`src/rtl/maxstar_pkg.sv`:
```
package maxstar_pkg;

    localparam int MS_DW      = 12;   // operand width
    localparam int MS_FRAC    = 3;    // fractional bits
    localparam int MS_CUT_INT = 5;    // gating cutoff, integer units
    localparam int MS_IDX_FB  = 2;    // fractional bits kept in the table index
    localparam int MS_CW      = 4;    // correction word width

    localparam int MS_SHIFT = MS_FRAC - MS_IDX_FB;
    localparam int MS_CUT   = MS_CUT_INT << MS_FRAC;
    localparam int MS_DEPTH = (MS_CUT_INT + 1) << MS_IDX_FB;
    localparam int MS_IW    = $clog2(MS_DEPTH);
    localparam int MS_RW    = MS_DW + 1;

    typedef logic signed [MS_DW-1:0] op_t;
    typedef logic signed [MS_RW-1:0] res_t;
    typedef logic [MS_DW:0]          gap_t;
    typedef logic [MS_IW-1:0]        idx_t;
    typedef logic [MS_CW-1:0]        corr_t;

    typedef struct packed {
        logic vld;
        logic rd;
        op_t  mx;
    } s1_t;

    // ln(1 + exp(-x)) in 1/8 units, sampled at x = idx/4
    function automatic corr_t corr_lut(input idx_t i);
        corr_t v;
        case (int'(i))
            0:             v = corr_t'(6);
            1:             v = corr_t'(5);
            2:             v = corr_t'(4);
            3, 4:          v = corr_t'(3);
            5, 6:          v = corr_t'(2);
            7, 8, 9, 10:   v = corr_t'(1);
            default:       v = corr_t'(0);
        endcase
        return v;
    endfunction

    function automatic gap_t gap_mag(input logic signed [MS_DW:0] d);
        return d[MS_DW] ? gap_t'(-d) : gap_t'(d);
    endfunction

endpackage

```
`src/rtl/maxstar_front.sv`:
```
module maxstar_front
    import maxstar_pkg::*;
(
    input  logic clk,
    input  logic rst,
    input  logic in_valid,
    input  op_t  in_a,
    input  op_t  in_b,
    output logic rd_en,
    output idx_t rd_idx,
    output s1_t  s1_q
);
    logic signed [MS_DW:0] diff;
    gap_t gap;
    op_t  mx;

    always_comb begin
        diff   = {in_a[MS_DW-1], in_a} - {in_b[MS_DW-1], in_b};
        gap    = gap_mag(diff);
        mx     = diff[MS_DW] ? in_b : in_a;
        rd_en  = in_valid && (gap <= gap_t'(MS_CUT));
        rd_idx = gap[MS_IW+MS_SHIFT-1:MS_SHIFT];
    end

    always_ff @(posedge clk) begin
        if (rst) s1_q <= '0;
        else     s1_q <= '{vld: in_valid, rd: rd_en, mx: mx};
    end

    // a read is issued only for a valid operation
    p_read_needs_valid_r2: assert property (@(posedge clk) disable iff (rst)
        s1_q.rd |-> s1_q.vld);

endmodule

```
`src/rtl/maxstar_rom.sv`:
```
module maxstar_rom
    import maxstar_pkg::*;
(
    input  logic  clk,
    input  logic  rst,
    input  logic  rd_en,
    input  idx_t  rd_idx,
    output corr_t corr_q
);
    always_ff @(posedge clk) begin
        if (rst)        corr_q <= '0;
        else if (rd_en) corr_q <= corr_lut(rd_idx);
    end

    // a gated cycle leaves the table output untouched
    p_gated_hold_r2: assert property (@(posedge clk) disable iff (rst)
        !rd_en |=> $stable(corr_q));

endmodule

```
`src/rtl/maxstar_back.sv`:
```
module maxstar_back
    import maxstar_pkg::*;
(
    input  logic  clk,
    input  logic  rst,
    input  s1_t   s1_q,
    input  corr_t corr_q,
    output logic  out_valid,
    output logic  out_acc,
    output res_t  out_res
);
    res_t mx_ext;
    res_t add;

    always_comb begin
        mx_ext = res_t'(s1_q.mx);
        add    = s1_q.rd ? res_t'({1'b0, corr_q}) : '0;
    end

    always_ff @(posedge clk) begin
        if (rst) begin
            out_valid <= 1'b0;
            out_acc   <= 1'b0;
            out_res   <= '0;
        end else begin
            out_valid <= s1_q.vld;
            out_acc   <= s1_q.vld && s1_q.rd;
            out_res   <= mx_ext + add;
        end
    end

    // a gated valid operation passes the maximum through unchanged
    p_zero_corr_r2: assert property (@(posedge clk) disable iff (rst)
        (s1_q.vld && !s1_q.rd) |=> (out_res == $past(mx_ext)));

endmodule

```
`src/rtl/maxstar_unit.sv`:
```
module maxstar_unit
    import maxstar_pkg::*;
(
    input  logic              clk,
    input  logic              rst,
    input  logic              in_valid,
    input  logic signed [11:0] in_a,
    input  logic signed [11:0] in_b,
    output logic              out_valid,
    output logic signed [12:0] out_res,
    output logic              out_acc
);
    logic  rd_en;
    idx_t  rd_idx;
    s1_t   s1_q;
    corr_t corr_q;

    maxstar_front u_front (
        .clk(clk), .rst(rst), .in_valid(in_valid), .in_a(in_a), .in_b(in_b),
        .rd_en(rd_en), .rd_idx(rd_idx), .s1_q(s1_q)
    );

    maxstar_rom u_rom (
        .clk(clk), .rst(rst), .rd_en(rd_en), .rd_idx(rd_idx), .corr_q(corr_q)
    );

    maxstar_back u_back (
        .clk(clk), .rst(rst), .s1_q(s1_q), .corr_q(corr_q),
        .out_valid(out_valid), .out_acc(out_acc), .out_res(out_res)
    );

    gap_t in_gap;
    always_comb in_gap = gap_mag({in_a[11], in_a} - {in_b[11], in_b});

    // the accessed flag only accompanies a result
    p_acc_valid_r5: assert property (@(posedge clk) disable iff (rst)
        out_acc |-> out_valid);

    // two-cycle latency
    p_latency_r4: assert property (@(posedge clk) disable iff (rst)
        in_valid |-> ##2 out_valid);

    // idle input gives idle output
    p_idle_r4: assert property (@(posedge clk) disable iff (rst)
        !in_valid |-> ##2 !out_valid);

    // gaps up to and including the cutoff read the table
    p_cut_inclusive_r3: assert property (@(posedge clk) disable iff (rst)
        (in_valid && in_gap <= gap_t'(MS_CUT)) |-> ##2 out_acc);

endmodule

```
`config.mk`:
```
export PLATFORM = sky130hd
export DESIGN_NAME = maxstar_unit
export DESIGN_NICKNAME = d
export VERILOG_FILES = /design/src/rtl/maxstar_pkg.sv /design/src/rtl/maxstar_front.sv /design/src/rtl/maxstar_rom.sv /design/src/rtl/maxstar_back.sv /design/src/rtl/maxstar_unit.sv
export SDC_FILE = /design/constraint.sdc
export NUM_CORES = 1
export LEC_CHECK = 0
export BUFFER_PORTS_ARGS = -buffer_cell sky130_fd_sc_hd__buf_2
export CAP_MARGIN = 20
export CORE_ASPECT_RATIO = 0.7
export CORE_UTILIZATION = 56
export CTS_CLUSTER_DIAMETER = 150
export CTS_CLUSTER_SIZE = 8
export DETAILED_ROUTE_END_ITERATION = 8
export PLACE_DENSITY = 0.8
export SYNTH_ARGS = -nofsm -noshare
export SYNTH_HDL_FRONTEND = slang
export SYNTH_SLANG_ARGS = --single-unit
```
`constraint.sdc`:
```
create_clock -name clk -period 4.3 [get_ports clk]
set_input_delay 0.43 -clock clk [delete_from_list [all_inputs] [get_ports clk]]
set_output_delay 0.43 -clock clk [all_outputs]
set_load 0.03 [all_outputs]
```
=== Word-level counts from Yosys, hierarchy flattened ===
Memories as Yosys holds them, arrays and structs flattened.
Cells that the tools add are included.

* Bits in registers: 33
* ROM bits: 48
* Input bits: 27
* Output and inout port bits: 15
* Logic and storage cells: 18
* Memories kept: 1

* Add/subtract/negate cells: 3
* $lt $le $gt $ge: 1
* Multiplexer cells: 4
* Reductions and logical operators: 2

{| class="wikitable"
|+ Memory list
! name !! depth !! width !! read ports !! clocked after memory_dff !! wr ports !! RTL line !! RTL
|-
| (name not given) || 16 || 3 || 1 || 0 || 0 || maxstar_pkg.sv:30 || <nowiki>case (int'(i))</nowiki>
|}

{| class="wikitable"
|+ Operator list
! kind !! count
|-
| adder 12 x 5 -> 13 bit || 1
|-
| less-or-equal comparator 13 x 6 -> 1 bit, second input constant || 1
|-
| two-way mux 13 bit || 1
|-
| negator 13 bit || 1
|-
| subtractor 12 x 12 -> 13 bit || 1
|-
| two-way mux 12 bit || 1
|-
| two-way mux 4 bit || 2
|-
| logical AND 1 bit || 2
|}

=== Depth between registers and ports, before layout ===
* Depth after elaboration: 5
* Mapped depth: 15
* Depth with buffers taken out: 14

=== By module ===
Synthesis repeated with hierarchy kept, for this count alone.

* Cell total of the unflattened synthesis: 313
* Area, all modules: 2,534.9 µm²

{| class="wikitable"
|+ By module, submodules not included
! module !! instances !! cells an instance !! area each (µm²) !! seq. area each (µm²)
|-
| maxstar_front || 1 || 217 || 1,661.6 || 280.3
|-
| maxstar_back || 1 || 74 || 695.7 || 300.3
|-
| maxstar_rom || 1 || 22 || 177.7 || 60.1
|}

=== Worst setup path after synthesis ===
No wires, ideal clock.

* Path type: input to register
* From: in in_a[0]
* To: reg u_rom.corr_q[0]
* Library setup time: 121 ps
* Arrival: 3,154 ps
* Required time: 4,179 ps
* Setup slack: 1,025 ps
* Cell stages on the path: 15
* Buffers on the path: 1
* Cell sequence: inv_1 > ha_1 > fa_1 > nor2b_1 > o21a_4 > o21ai_0 > a31oi_1 > buf_2 > mux2i_1 > inv_1 > ha_1 > mux2i_1 > mux2i_1 > nor3_1 > mux2_4

* Cells in the longest elaborated chain, start to end: 5
* Elaborated cells between the ends (all ways): 7
* Classes of those cells: 2 x add/sub; 1 x order compare; 2 x mux; 1 x reduce/logical; 1 x memory

{| class="wikitable"
|+ RTL lines
! element !! RTL line !! RTL
|-
| start: declaration || maxstar_unit.sv:7 || <nowiki>input logic signed [11:0] in_a,</nowiki>
|-
| subtractor 12 x 12 -> 13 bit * || - ||
|-
| negator 13 bit || maxstar_pkg.sv:43 || <nowiki>return d[MS_DW] ? gap_t'(-d) : gap_t'(d);</nowiki>
|-
| two-way mux 13 bit * || maxstar_pkg.sv:43 ||
|-
| less-or-equal comparator 13 x 6 -> 1 bit / memory (16 x 3 bit) (equally long branches) || - ||
|-
| logical AND 1 bit / two-way mux 4 bit (equally long branches) || maxstar_front.sv:21, maxstar_pkg.sv:30 ||
|-
| end signal: assignment || maxstar_rom.sv:12 || <nowiki>else if (rd_en) corr_q <= corr_lut(rd_idx);</nowiki>
|-
| end: declaration || maxstar_rom.sv:8 || <nowiki>output corr_t corr_q</nowiki>
|}

Mark *: on every way between the ends. The rest lies on a longest branch, timed or not.
A chain may end at the register's enable or synchronous reset.

=== Worst setup path in the final report ===
Ends and elaborated chain as after synthesis.

==> metrics.md <==
| Metric | Value |
|---|---|
| Die X-Extent | 80.14 um |
| Cells after Synth | 299 |
| Fraction of layout cells with a size suffix above 1 | 17.40% |
| DP HPWL | 4.097 mm |
| Critical path endpoint category | flip-flop |
| Worst-path maximum fanout | 21 |
| H-tree levels | 2 |
| Fill cell count | 368 |
| Syn Area/Cell | 8.005 sq um |
| Multi-input logic area | about 1600 sq um |
| Peak VDD IR | ~280 uV |
| Core area | approximately 4000 sq um |
| Clock root buffer | clkbuf_8 |
| Hold Startpoint | in_a[3] |
| Post-cts sizing count | 0 |
| DRT antenna net count | 0 |
| FF+latch area | 640.6 sq um |
| FMAX | 0.2819 GHz |
| GPL Wtd Cong | 0.9031 |
| Leak | 1.289 nW |
| Inst Count DP | 384 |
| Skew final | 0.003881 ns |
| # port buffers | 41 |
| CTS Hold Buffers Added | 0 |
| Max clock buf depth | 2 |
| Outcome | finished, final reports clean |
| Largest family of logic cells by synthesized area | simple AND/OR/NAND/NOR gates |
| Synth unique cells | 53 |
| Full die area | between 4000 and 5000 sq um |
| Fin crit share | between 80 and 90% |
| Multiplexer share of the synthesized area | under 10% |
| Post-Syn Area | 2394 sq um |
| Starting density of the core | a little under 60% |
| Hold/Removal Path Class | input port to flip-flop |
| Num Clock Sinks | 32 |
| Crit path launch | in_a[0] |
| Req. time, crit path | approximately 4.5 ns |
| First-pass GRT wire length | 8.901 mm |
| Xor/xnor share of the synthesized area | under 10% |
| Total Wirelength | 5.237 mm |
| CTS Buf Count | 5 |
| Final non-filler cell total | 391 |
| Sequential fraction of the synthesis area | 26.76% |
| Gr ovfl total | 0 |
| WP data arrival | ~3.7 ns |
| Yosys warns | 0 |
| Async SR Flop Fraction | 0% |
| Worst-path clk slew | 0.06 ns |
| Initial drt markers | 96 |
| Fin crit period | 3.547 ns |
| Compound-Gate Fraction of Synth Area | 19.45% |
| Worst r2r src | u_front.s1_q[12] |
| Hold Fails Final Rpt | 0 |
| Die Height | 56.70 um |
| ANT cells | 0 |
| Synthesis-stage register bit count | 32 |
| Final Setup Violations | 0 |
| Least-Margin Pin Slew | 0.7074 ns |
| Number of enable flip-flop cells after synthesis | 0 |
| Syn-to-layout area delta | 13.49% |
| Vias in the first global route | around 2,000 |
| Final Max Tran Viols | 0 |
| CP startpoint kind | input port |
| Power Dens Cells | about 320 nW/um^2 |
| Largest net degree at the start of global routing | 34 |
| Antenna violations before repair | 0 |
| Unrepaired setup endpoints after global routing | false |
| CP Class | input port to flip-flop |
| Clock network latency to the later pin of the worst-skew pair | 0.28 ns |
| Synth Area in Adders | 11.08% |
| Slew HR | between 50% and 60% |
| Post-synthesis simple-gate area fraction | 26.24% |
| GRT Overall Usage | between 20% and 30% |
| Setup TNS | 0 ns |
| DRT Pass-1 Iters | 4 |
| Syn_nets | 346 |
| Maxcap violations | 0 |
| Residual DRC | 0 |
| Drt wl/cell | 13.39 um |
| Routed via count | 2,215 |
| Post-CTS Setup Inserts | 0 |
| CTS tree | done |
| Ys flop type | dfxtp_1 |
| Ports | between 40 and 50 |
| Core Rows | 19 |
| Routed vias/inst | 5.665 |
| Layout Nets | 386 |
## layout by cell type (no fill, tap or decap), types with 7 or more instances in the layout
master,synthesis,routed
a21oi_1,25,25
ha_1,18,18
nor2b_1,13,13
xnor2_1,8,8
nand2_1,17,17
and3_1,7,7
xor2_1,10,10
mux2i_1,10,10
inv_1,22,22
nor3_1,10,10
dfxtp_1,32,32
nor2_1,38,38
buf_2,4,41
o21ai_0,8,8
## logic make-up (layout without fill, tap and decap cells)
| group | count (synthesis) | after routing |
|---|---|---|
| simple gates | 119 | 119 |
| compound gates | 68 | 68 |
| flops | 32 | 32 |
| buf+inv | 31 | 71 |
| fa+ha+maj | 20 | 20 |
| xor+xnor | 18 | 18 |
| mux | 11 | 11 |
## registers in the layout, summed over array words and instances (netlist names)
name / flops
u_front.s1_q: 14
u_back.out_res: 13
u_rom.corr_q: 3
u_back.out_acc: 1
u_back.out_valid: 1
## path summary, 6_finish.rpt
| path | to | slack (ns) | depth (start not counted) |
|---|---|---|---|
| worst min-delay path | u_front.s1_q[3] | 0.41 | 3 |
| worst max register to register | u_back.out_res[8] | 2.09 | 8 |
| worst min register to register | u_back.out_valid | 0.46 | 1 |
| worst max-delay path | u_rom.corr_q[0] | 0.75 | 13 |
## where the power goes
part | total [mW] | leakage (nW) | internal (mW) | switching, mW
logic | 0.337 | 0.985 | 0.136 | 0.202
clock network | 0.208 | 0.0410 | 0.110 | 0.0985
registers | 0.326 | 0.263 | 0.316 | 0.00948
total | 0.871 | 1.29 | 0.561 | 0.310
## synth_stat cells (all sizes together), types with 2 or more instances
cell type	instances	area share, %
xor2	10	3.7
a21o	4	1.3
ha	18	9.4
o21a	3	1.3
nor2	38	6.0
clkbuf	3	0.47
o211a	3	1.3
or3	5	1.3
o211ai	3	0.94
mux2i	10	4.2
fa	2	1.7
nor3	11	2.8
o21ai	9	1.9
a31oi	2	0.52
nand3b	2	0.63
nor2b	13	3.4
buf	6	1.2
nand2	17	2.7
or2	3	0.89
a21oi	25	5.2
nor4b	4	1.5
inv	22	3.5
xnor2	8	2.9
nand3	4	0.84
and2	4	1.0
a211o	2	0.73
nand4	2	0.52
nand2b	5	1.3
and3	7	1.8
o31ai	3	0.94
o2111ai	3	1.1
nor4	2	0.78
dfxtp	32	27
## cell type report
cell class / count / area share (%)
Clock buffer: 6 / 2.672
Inverter: 22 / 3.040
Sequential cell: 32 / 23.58
Clock inverter: 1 / 0.1842
Timing Repair Buffer: 42 / 7.830
Tap cell: 52 / 2.395
Multi-Input combinational cell: 236 / 60.29
## critical path: stages
cell and delay (ns):
buf_2 0.09, inv_1 0.03, ha_1 0.23, fa_1 0.41
nor2b_1 0.27, o21a_4 0.20, o21ai_0 0.20, a31oi_2 0.61
buf_4 0.35, a211o_1 0.14, nand4_1 0.14, nor3_4 0.29
mux2_4 0.32
## metrics by stage
| stage | worst slack, ns | util, % | hold slack [ns] | instance area, sq um | power [mW] |
|---|---|---|---|---|---|
| global placement | 0.6160 | 65.68 | 0.4478 | 2639 | 0.6557 |
| CTS | 0.7663 | 67.61 | 0.4028 | 2716 | 0.8705 |
| detailed placement | 0.4947 | 65.68 | 0.4498 | 2639 | 0.6630 |
| floorplan | 1.025 | - | 0.4387 | 2394 | 0.5888 |
| global route | 0.5554 | 67.61 | 0.4081 | 2716 | 0.9298 |
| finish | 0.7529 | 67.61 | 0.4054 | 2716 | 0.8712 |
## routing by layer
layer / up-vias / global-route usage (%) / part of all wire (%) / routed length [um]
met3: 7 / 5.528 / 4.7 / 246
li1: 1137 / - / - / -
met1: 1013 / 34.32 / 49 / 2579
met4: 0 / 6.122 / 0.74 / 39
met2: 58 / 41.15 / 45 / 2373
met5: - / 0 / 0 / 0
(Power assumes the default switching activity.)
